===== config.mk =====
export PLATFORM = sky130hd
export DESIGN_NAME = dma_chan_ctl
export DESIGN_NICKNAME = d
export VERILOG_FILES = /design/src/rtl/dcc_pkg.sv /design/src/rtl/dcc_cmd_decode.sv /design/src/rtl/dcc_state_fsm.sv /design/src/rtl/dcc_csr.sv /design/src/rtl/dma_chan_ctl.sv
export SDC_FILE = /design/constraint.sdc
export NUM_CORES = 1
export LEC_CHECK = 0
export ABC_AREA = 0
export BUFFER_PORTS_ARGS = -buffer_cell sky130_fd_sc_hd__buf_4
export CAP_MARGIN = 20
export CORE_ASPECT_RATIO = 1.4
export CORE_MARGIN = 2
export CORE_UTILIZATION = 46
export CTS_CLUSTER_DIAMETER = 40
export DETAILED_ROUTE_END_ITERATION = 8
export GPL_ROUTABILITY_DRIVEN = 0
export HOLD_SLACK_MARGIN = 0.08
export PLACE_DENSITY_LB_ADDON = 0.1
export SETUP_SLACK_MARGIN = 0.4
export SKIP_CTS_REPAIR_TIMING = 1
export SYNTH_ARGS = -nofsm -noshare
export SYNTH_HDL_FRONTEND = slang
export SYNTH_SLANG_ARGS = --single-unit

===== constraint.sdc =====
create_clock -name clk -period 1.45 [get_ports clk]
set_input_delay 0.0725 -clock clk [delete_from_list [all_inputs] [get_ports clk]]
set_output_delay 0.0725 -clock clk [all_outputs]
set_load 0.02 [all_outputs]

===== src/rtl/dcc_pkg.sv =====
package dcc_pkg;
   typedef enum logic [2:0] {
      CH_OFF, CH_IDLE, CH_RUN, CH_HOLD, CH_DRAIN, CH_QUIESCE
   } ch_st_e;

   localparam int CMD_OFF   = 0;
   localparam int CMD_ON    = 1;
   localparam int CMD_HOLD  = 2;
   localparam int CMD_CLEAR = 9;

   typedef struct packed {
      logic off;
      logic on;
      logic hold;
      logic clear;
   } dcc_cmd_t;

   function automatic logic [7:0] st_code(ch_st_e s);
      case (s)
         CH_OFF:   return 8'd0;
         CH_IDLE:  return 8'd1;
         CH_RUN:   return 8'd2;
         CH_HOLD:  return 8'd3;
         default:  return 8'd4;
      endcase
   endfunction
endpackage


===== src/rtl/dcc_cmd_decode.sv =====
module dcc_cmd_decode
   import dcc_pkg::*;
#(
   parameter int FIELD_W = 8
) (
   input  logic               wr,
   input  logic [FIELD_W-1:0] code,
   output dcc_cmd_t           cmd
);
   always_comb begin
      cmd.off   = wr && (code == FIELD_W'(CMD_OFF));
      cmd.on    = wr && (code == FIELD_W'(CMD_ON));
      cmd.hold  = wr && (code == FIELD_W'(CMD_HOLD));
      cmd.clear = wr && (code == FIELD_W'(CMD_CLEAR));
   end
endmodule


===== src/rtl/dcc_state_fsm.sv =====
module dcc_state_fsm
   import dcc_pkg::*;
#(
   parameter int RST_CYCLES = 5,
   localparam int CNT_W = (RST_CYCLES < 2) ? 1 : $clog2(RST_CYCLES)
) (
   input  logic     clk,
   input  logic     rst_n,
   input  dcc_cmd_t cmd,
   input  logic     work_avail,
   input  logic     xfer_busy,
   output ch_st_e   st,
   output logic     fetch_en,
   output logic     chan_ok
);
   localparam logic [CNT_W-1:0] LOAD = CNT_W'(RST_CYCLES - 1);

   ch_st_e           nxt;
   logic [CNT_W-1:0] cnt, cnt_n;

   always_comb begin
      nxt   = st;
      cnt_n = cnt;
      if (cmd.clear) begin
         nxt   = CH_QUIESCE;
         cnt_n = LOAD;
      end else begin
         unique case (st)
            CH_OFF:  if (cmd.on) nxt = CH_IDLE;
            CH_IDLE: begin
               if (cmd.off)        nxt = CH_OFF;
               else if (cmd.hold)  nxt = CH_DRAIN;
               else if (work_avail) nxt = CH_RUN;
            end
            CH_RUN: begin
               if (cmd.off)       nxt = CH_OFF;
               else if (cmd.hold) nxt = CH_DRAIN;
               else if (!work_avail && !xfer_busy) nxt = CH_IDLE;
            end
            CH_HOLD: begin
               if (cmd.off)     nxt = CH_OFF;
               else if (cmd.on) nxt = CH_IDLE;
            end
            CH_DRAIN: if (!xfer_busy) nxt = CH_HOLD;
            CH_QUIESCE: begin
               if (cnt == '0) nxt = CH_OFF;
               else           cnt_n = cnt - 1'b1;
            end
            default: nxt = CH_OFF;
         endcase
      end
   end

   always_ff @(posedge clk or negedge rst_n) begin
      if (!rst_n) begin
         st  <= CH_OFF;
         cnt <= '0;
      end else begin
         st  <= nxt;
         cnt <= cnt_n;
      end
   end

   assign fetch_en = (st == CH_RUN);
   assign chan_ok  = (st == CH_IDLE) || (st == CH_RUN);

   AST_DRAIN_WAITS: assert property (@(posedge clk) disable iff (!rst_n)
      (st == CH_DRAIN && xfer_busy && !cmd.clear) |=> (st == CH_DRAIN));
   AST_DRAIN_ENDS: assert property (@(posedge clk) disable iff (!rst_n)
      (st == CH_DRAIN && !xfer_busy && !cmd.clear) |=> (st == CH_HOLD));
   AST_QUIESCE_LANDS: assert property (@(posedge clk) disable iff (!rst_n)
      (st == CH_QUIESCE && cnt == '0 && !cmd.clear) |=> (st == CH_OFF));
   AST_CNT_RANGE: assert property (@(posedge clk) disable iff (!rst_n)
      cnt <= LOAD);
   AST_CLEAR_WINS: assert property (@(posedge clk) disable iff (!rst_n)
      cmd.clear |=> (st == CH_QUIESCE && cnt == LOAD));
   AST_FETCH_HEALTHY: assert property (@(posedge clk) disable iff (!rst_n)
      fetch_en |-> chan_ok);
endmodule


===== src/rtl/dcc_csr.sv =====
module dcc_csr #(
   parameter int DATA_W       = 32,
   parameter int FIELD_W      = 8,
   parameter int CMD_LSB      = 16,
   parameter int STATE_LSB    = 8,
   parameter bit CMD_READBACK = 1'b1
) (
   input  logic               clk,
   input  logic               rst_n,
   input  logic               wr,
   input  logic [DATA_W-1:0]  wdata,
   input  logic [FIELD_W-1:0] state_code,
   output logic [DATA_W-1:0]  rdata
);
   localparam logic [DATA_W-1:0] FMASK     = {{(DATA_W-FIELD_W){1'b0}}, {FIELD_W{1'b1}}};
   localparam logic [DATA_W-1:0] KEEP_MASK = ~((FMASK << CMD_LSB) | (FMASK << STATE_LSB));

   logic [DATA_W-1:0]  keep_q;
   logic [FIELD_W-1:0] cmd_q;

   always_ff @(posedge clk or negedge rst_n) begin
      if (!rst_n)  keep_q <= '0;
      else if (wr) keep_q <= wdata & KEEP_MASK;
   end

   if (CMD_READBACK) begin : g_cmd_rb
      always_ff @(posedge clk or negedge rst_n) begin
         if (!rst_n)  cmd_q <= '0;
         else if (wr) cmd_q <= wdata[CMD_LSB +: FIELD_W];
      end
   end else begin : g_cmd_zero
      assign cmd_q = '0;
   end

   always_comb begin
      rdata = keep_q;
      rdata[CMD_LSB +: FIELD_W]   = cmd_q;
      rdata[STATE_LSB +: FIELD_W] = state_code;
   end

   AST_KEEP_STABLE: assert property (@(posedge clk) disable iff (!rst_n)
      !wr |=> $stable(keep_q));
   AST_KEEP_CLEAN: assert property (@(posedge clk) disable iff (!rst_n)
      (keep_q & ~KEEP_MASK) == '0);
endmodule


===== src/rtl/dma_chan_ctl.sv =====
module dma_chan_ctl
   import dcc_pkg::*;
#(
   parameter int DATA_W       = 32,
   parameter int FIELD_W      = 8,
   parameter int CMD_LSB      = 16,
   parameter int STATE_LSB    = 8,
   parameter int RST_CYCLES   = 5,
   parameter bit CMD_READBACK = 1'b1
) (
   input  logic              clk,
   input  logic              rst_n,
   input  logic              reg_wr,
   input  logic [DATA_W-1:0] reg_wdata,
   output logic [DATA_W-1:0] reg_rdata,
   input  logic              work_avail,
   input  logic              xfer_busy,
   output logic              fetch_en,
   output logic              chan_ok
);
   if (FIELD_W < 4) begin : g_bad_field
      $error("FIELD_W too narrow for command code 9");
   end
   if (CMD_LSB + FIELD_W > DATA_W || STATE_LSB + FIELD_W > DATA_W) begin : g_bad_pos
      $error("field exceeds control word");
   end
   if ((CMD_LSB < STATE_LSB + FIELD_W) && (STATE_LSB < CMD_LSB + FIELD_W)) begin : g_bad_ovl
      $error("command and state fields overlap");
   end
   if (RST_CYCLES < 1) begin : g_bad_rst
      $error("RST_CYCLES must be at least 1");
   end

   dcc_cmd_t cmd;
   ch_st_e   st;

   dcc_cmd_decode #(.FIELD_W(FIELD_W)) i_dec (
      .wr   (reg_wr),
      .code (reg_wdata[CMD_LSB +: FIELD_W]),
      .cmd  (cmd)
   );

   dcc_state_fsm #(.RST_CYCLES(RST_CYCLES)) i_fsm (
      .clk        (clk),
      .rst_n      (rst_n),
      .cmd        (cmd),
      .work_avail (work_avail),
      .xfer_busy  (xfer_busy),
      .st         (st),
      .fetch_en   (fetch_en),
      .chan_ok    (chan_ok)
   );

   dcc_csr #(
      .DATA_W(DATA_W), .FIELD_W(FIELD_W), .CMD_LSB(CMD_LSB),
      .STATE_LSB(STATE_LSB), .CMD_READBACK(CMD_READBACK)
   ) i_csr (
      .clk        (clk),
      .rst_n      (rst_n),
      .wr         (reg_wr),
      .wdata      (reg_wdata),
      .state_code (FIELD_W'(st_code(st))),
      .rdata      (reg_rdata)
   );

   AST_UNKNOWN_HOLD: assert property (@(posedge clk) disable iff (!rst_n)
      (reg_wr && cmd == '0 && reg_wdata[CMD_LSB +: FIELD_W] != FIELD_W'(CMD_OFF)
       && reg_rdata[STATE_LSB +: FIELD_W] == FIELD_W'(3))
      |=> (reg_rdata[STATE_LSB +: FIELD_W] == FIELD_W'(3)));
   AST_OK_MATCHES_CODE: assert property (@(posedge clk) disable iff (!rst_n)
      chan_ok == (reg_rdata[STATE_LSB +: FIELD_W] == FIELD_W'(1) ||
                  reg_rdata[STATE_LSB +: FIELD_W] == FIELD_W'(2)));
endmodule


==> impl_metrics.csv <==
group,metric,value,unit
timing,fin_tns_setup,0,ns
synthesis,ys_async_sr_fraction,100.0,%
routing,totalWireLength,3840,µm
synthesis,synth-edff-count,0,
final_layout,ff_latch_area,754.5,µm²
final_layout,antenna-diode-count,0,
die,coreArea,0.003093,mm²
die,fp-row-count,24,
synthesis,synth.avg_cell_area,12.22,µm²
timing,hold_viol_final,0,
timing,rsz0062_at_grt,"yes",
global_route,grtUsageTotal,19.45,%
routing,drc_errors,0,
routing,routedWlPerCell,15.00,µm
die,ios,71,
clock_tree,cts_root_buf,"clkbuf_8",
pwr,p_leak,1.086,nW
synthesis,synth_area,0.001491,mm²
final_layout,final_nets,255,
global_route,grt_max_degree,31,
timing,setup_violations,0,
setup_path,worstSetupEndpointType,"flop",
setup_path,reg2regPathDepth,5,
clock_tree,ctsLongestPathBuffers,2,
synthesis,synth_seq_cells,30,
clock_tree,clkSinkCount,30,
outcome,status,"finished clean",
die,die-area,0.003720,mm²
routing,final_antenna_net_count,0,
routing,drtIter0Drc,31,
setup_path,arrival,1.52,ns
routing,first_pass_iters,4,
clock_tree,tritoncts,"yes",
setup_path,startpoint_type,"flop",
timing,slew_violations,0,
clock_tree,htree_num_levels,2,
clock_tree,numCtsBuffers,5,
final_layout,final_cell_mix,"65 x buf_4, 27 x dfrtp_1, 24 x mux2_2, 23 x dlygate4sd3_1, 6 x nor2_1",
timing,clock_skew,0.008903,ns
final_layout,drive_gt1_share,55.30,%
setup_path,critical_path_class,"flop to flop",
placed_design,io_buffers,57,
clock_tree,clk_pin_slew,0.07,ns
synthesis,ys_types,36,
routing,vias,1307,
final_layout,final_cell_count_no_fill,256,
final_layout,fillCellCount,206,
setup_path,critical_path.max_fanout,6,
die,die_h,71.37,µm
final_layout,area_growth,61.66,%
timing,period_minus_slack,1.363,ns
die,initial_core_util,48.22,%
synthesis,yosysWarnings,0,
setup_path,crit_required,1.61,ns
placed_design,hpwl,2471,µm
die,dieWidth,52.13,µm
pwr,powerDensity,868.0,mW/mm²
run,maxCapViolations,0,
synthesis,yosysSeqAreaShare,50.34,%
placed_design,place_inst,215,
synthesis,synth_cells,122,
global_route,grt_overflow,0,
pwr,peakVddDrop,0.7295,mV
synthesis,synth_ff_type,"dfrtp_1",
final_layout,multi_input_area,732.0,µm²
timing,min_period_over_period,94.01,%
min_path,worstHoldPathCells,2,
global_route,grt_pass1_vias,1212,
global_route,grt_pass1_wl,5375,µm
min_path,hp-class,"input port to flop",
timing,fmax,0.7336,GHz
routing,avgViaCountPerCell,5.105,
global_route,antenna_found_initial,0,
final_layout,layout_commonest_cell,"buf_4",
clock_tree,clkLatencyLatePin,0.27,ns
synthesized netlist by cell type, types with 2 or more instances:
cell / number / area share (%)
buf_2: 3 / 1.0
buf_4: 6 / 3.0
a32oi_1: 2 / 1.2
o21ai_0: 4 / 1.3
nand3_1: 2 / 0.67
nand2b_1: 5 / 2.1
mux2_2: 24 / 18
nor2b_1: 2 / 0.84
nor2_2: 2 / 0.84
inv_1: 5 / 1.3
ha_1: 2 / 1.7
nor2_1: 6 / 1.5
o211ai_1: 2 / 1.0
o211a_1: 2 / 1.3
nand4_1: 2 / 0.84
a21oi_1: 2 / 0.67
nand2_1: 3 / 0.75
dfrtp_1: 30 / 50
logic make-up after synthesis:
| family | after synthesis | synth area share [%] |
|---|---|---|
| multiplexers | 25 | 19.13 |
| flip-flops | 30 | 50.34 |
| AND/OR/NAND/NOR | 28 | 12.25 |
| AO/OA/AOI/OAI | 19 | 9.648 |
| adder cells (fa/ha/maj) | 2 | 1.678 |
| other | 1 | 0.2514 |
| XOR/XNOR | 2 | 1.175 |
| buffers and inverters | 15 | 5.536 |
sequential cells by signal, summed over array words and instances, names as in the netlist:
| signal | flops |
|---|---|
| i_fsm.st | 3 |
| i_csr.keep_q | 16 |
| i_csr.cmd_q | 8 |
| i_fsm.cnt | 3 |
power by group:
group          total (W)  switching [W]  internal, W
logic           0.000511       0.000241     0.000270
registers       0.000954      0.0000432     0.000911
clock network   0.000628       0.000288     0.000340
stage by stage:
| stage | instance area, µm² | hold WS (ns) | power (W) | setup WS (ns) | util [%] |
|---|---|---|---|---|---|
| floorplan | 1528 | -0.2231 | 0.001190 | 0.2021 | - |
| global placement | 1957 | 0.01381 | 0.001389 | 0.06924 | 63.27 |
| detailed placement | 1957 | 0.02099 | 0.001406 | 0.04690 | 63.27 |
| CTS | 2037 | -0.2810 | 0.002039 | 0.007069 | 65.86 |
| global route | 2411 | 0.08419 | 0.002194 | 0.02609 | 77.95 |
| finish | 2411 | 0.08985 | 0.002093 | 0.08688 | 77.95 |
routing by layer:
layer / GRT usage [%] / vias up / wire [µm]
li1: - / 608 / -
met1: 20.97 / 658 / 1385
met2: 34.88 / 39 / 2272
met3: 4.583 / 2 / 161
met4: 8.772 / 0 / 21
met5: 0 / - / 0
path summary, 6_finish.rpt:
kind / from / slack, ns / end
setup / recovery: i_fsm.st[0] / 0.09 / i_fsm.st[0]
hold / removal: reg_wr / 0.09 / i_csr.cmd_q[0]
setup reg to reg: i_fsm.st[0] / 0.09 / i_fsm.st[0]
hold reg to reg: i_csr.keep_q[30] / 0.51 / i_csr.keep_q[30]
max in group asynchronous: rst_n / 0.90 / i_fsm.st[2]
min in group asynchronous: rst_n / 0.25 / i_csr.cmd_q[4]
worst max-delay path: stages (launching register included):
cell,delay (ns)
dfrtp_2,0.47
buf_6,0.14
nand3b_1,0.14
o211a_1,0.17
a31oi_1,0.04
o32a_1,0.28
area by class of cell:
cell class | count | share of cell area (%)
clock buffers | 8 | 3.321
inverters | 5 | 0.7784
multi-input cells | 81 | 30.36
well taps | 39 | 2.024
flip-flops and latches | 30 | 31.29
repair buffers | 93 | 32.23
(Power assumes the default switching activity.)
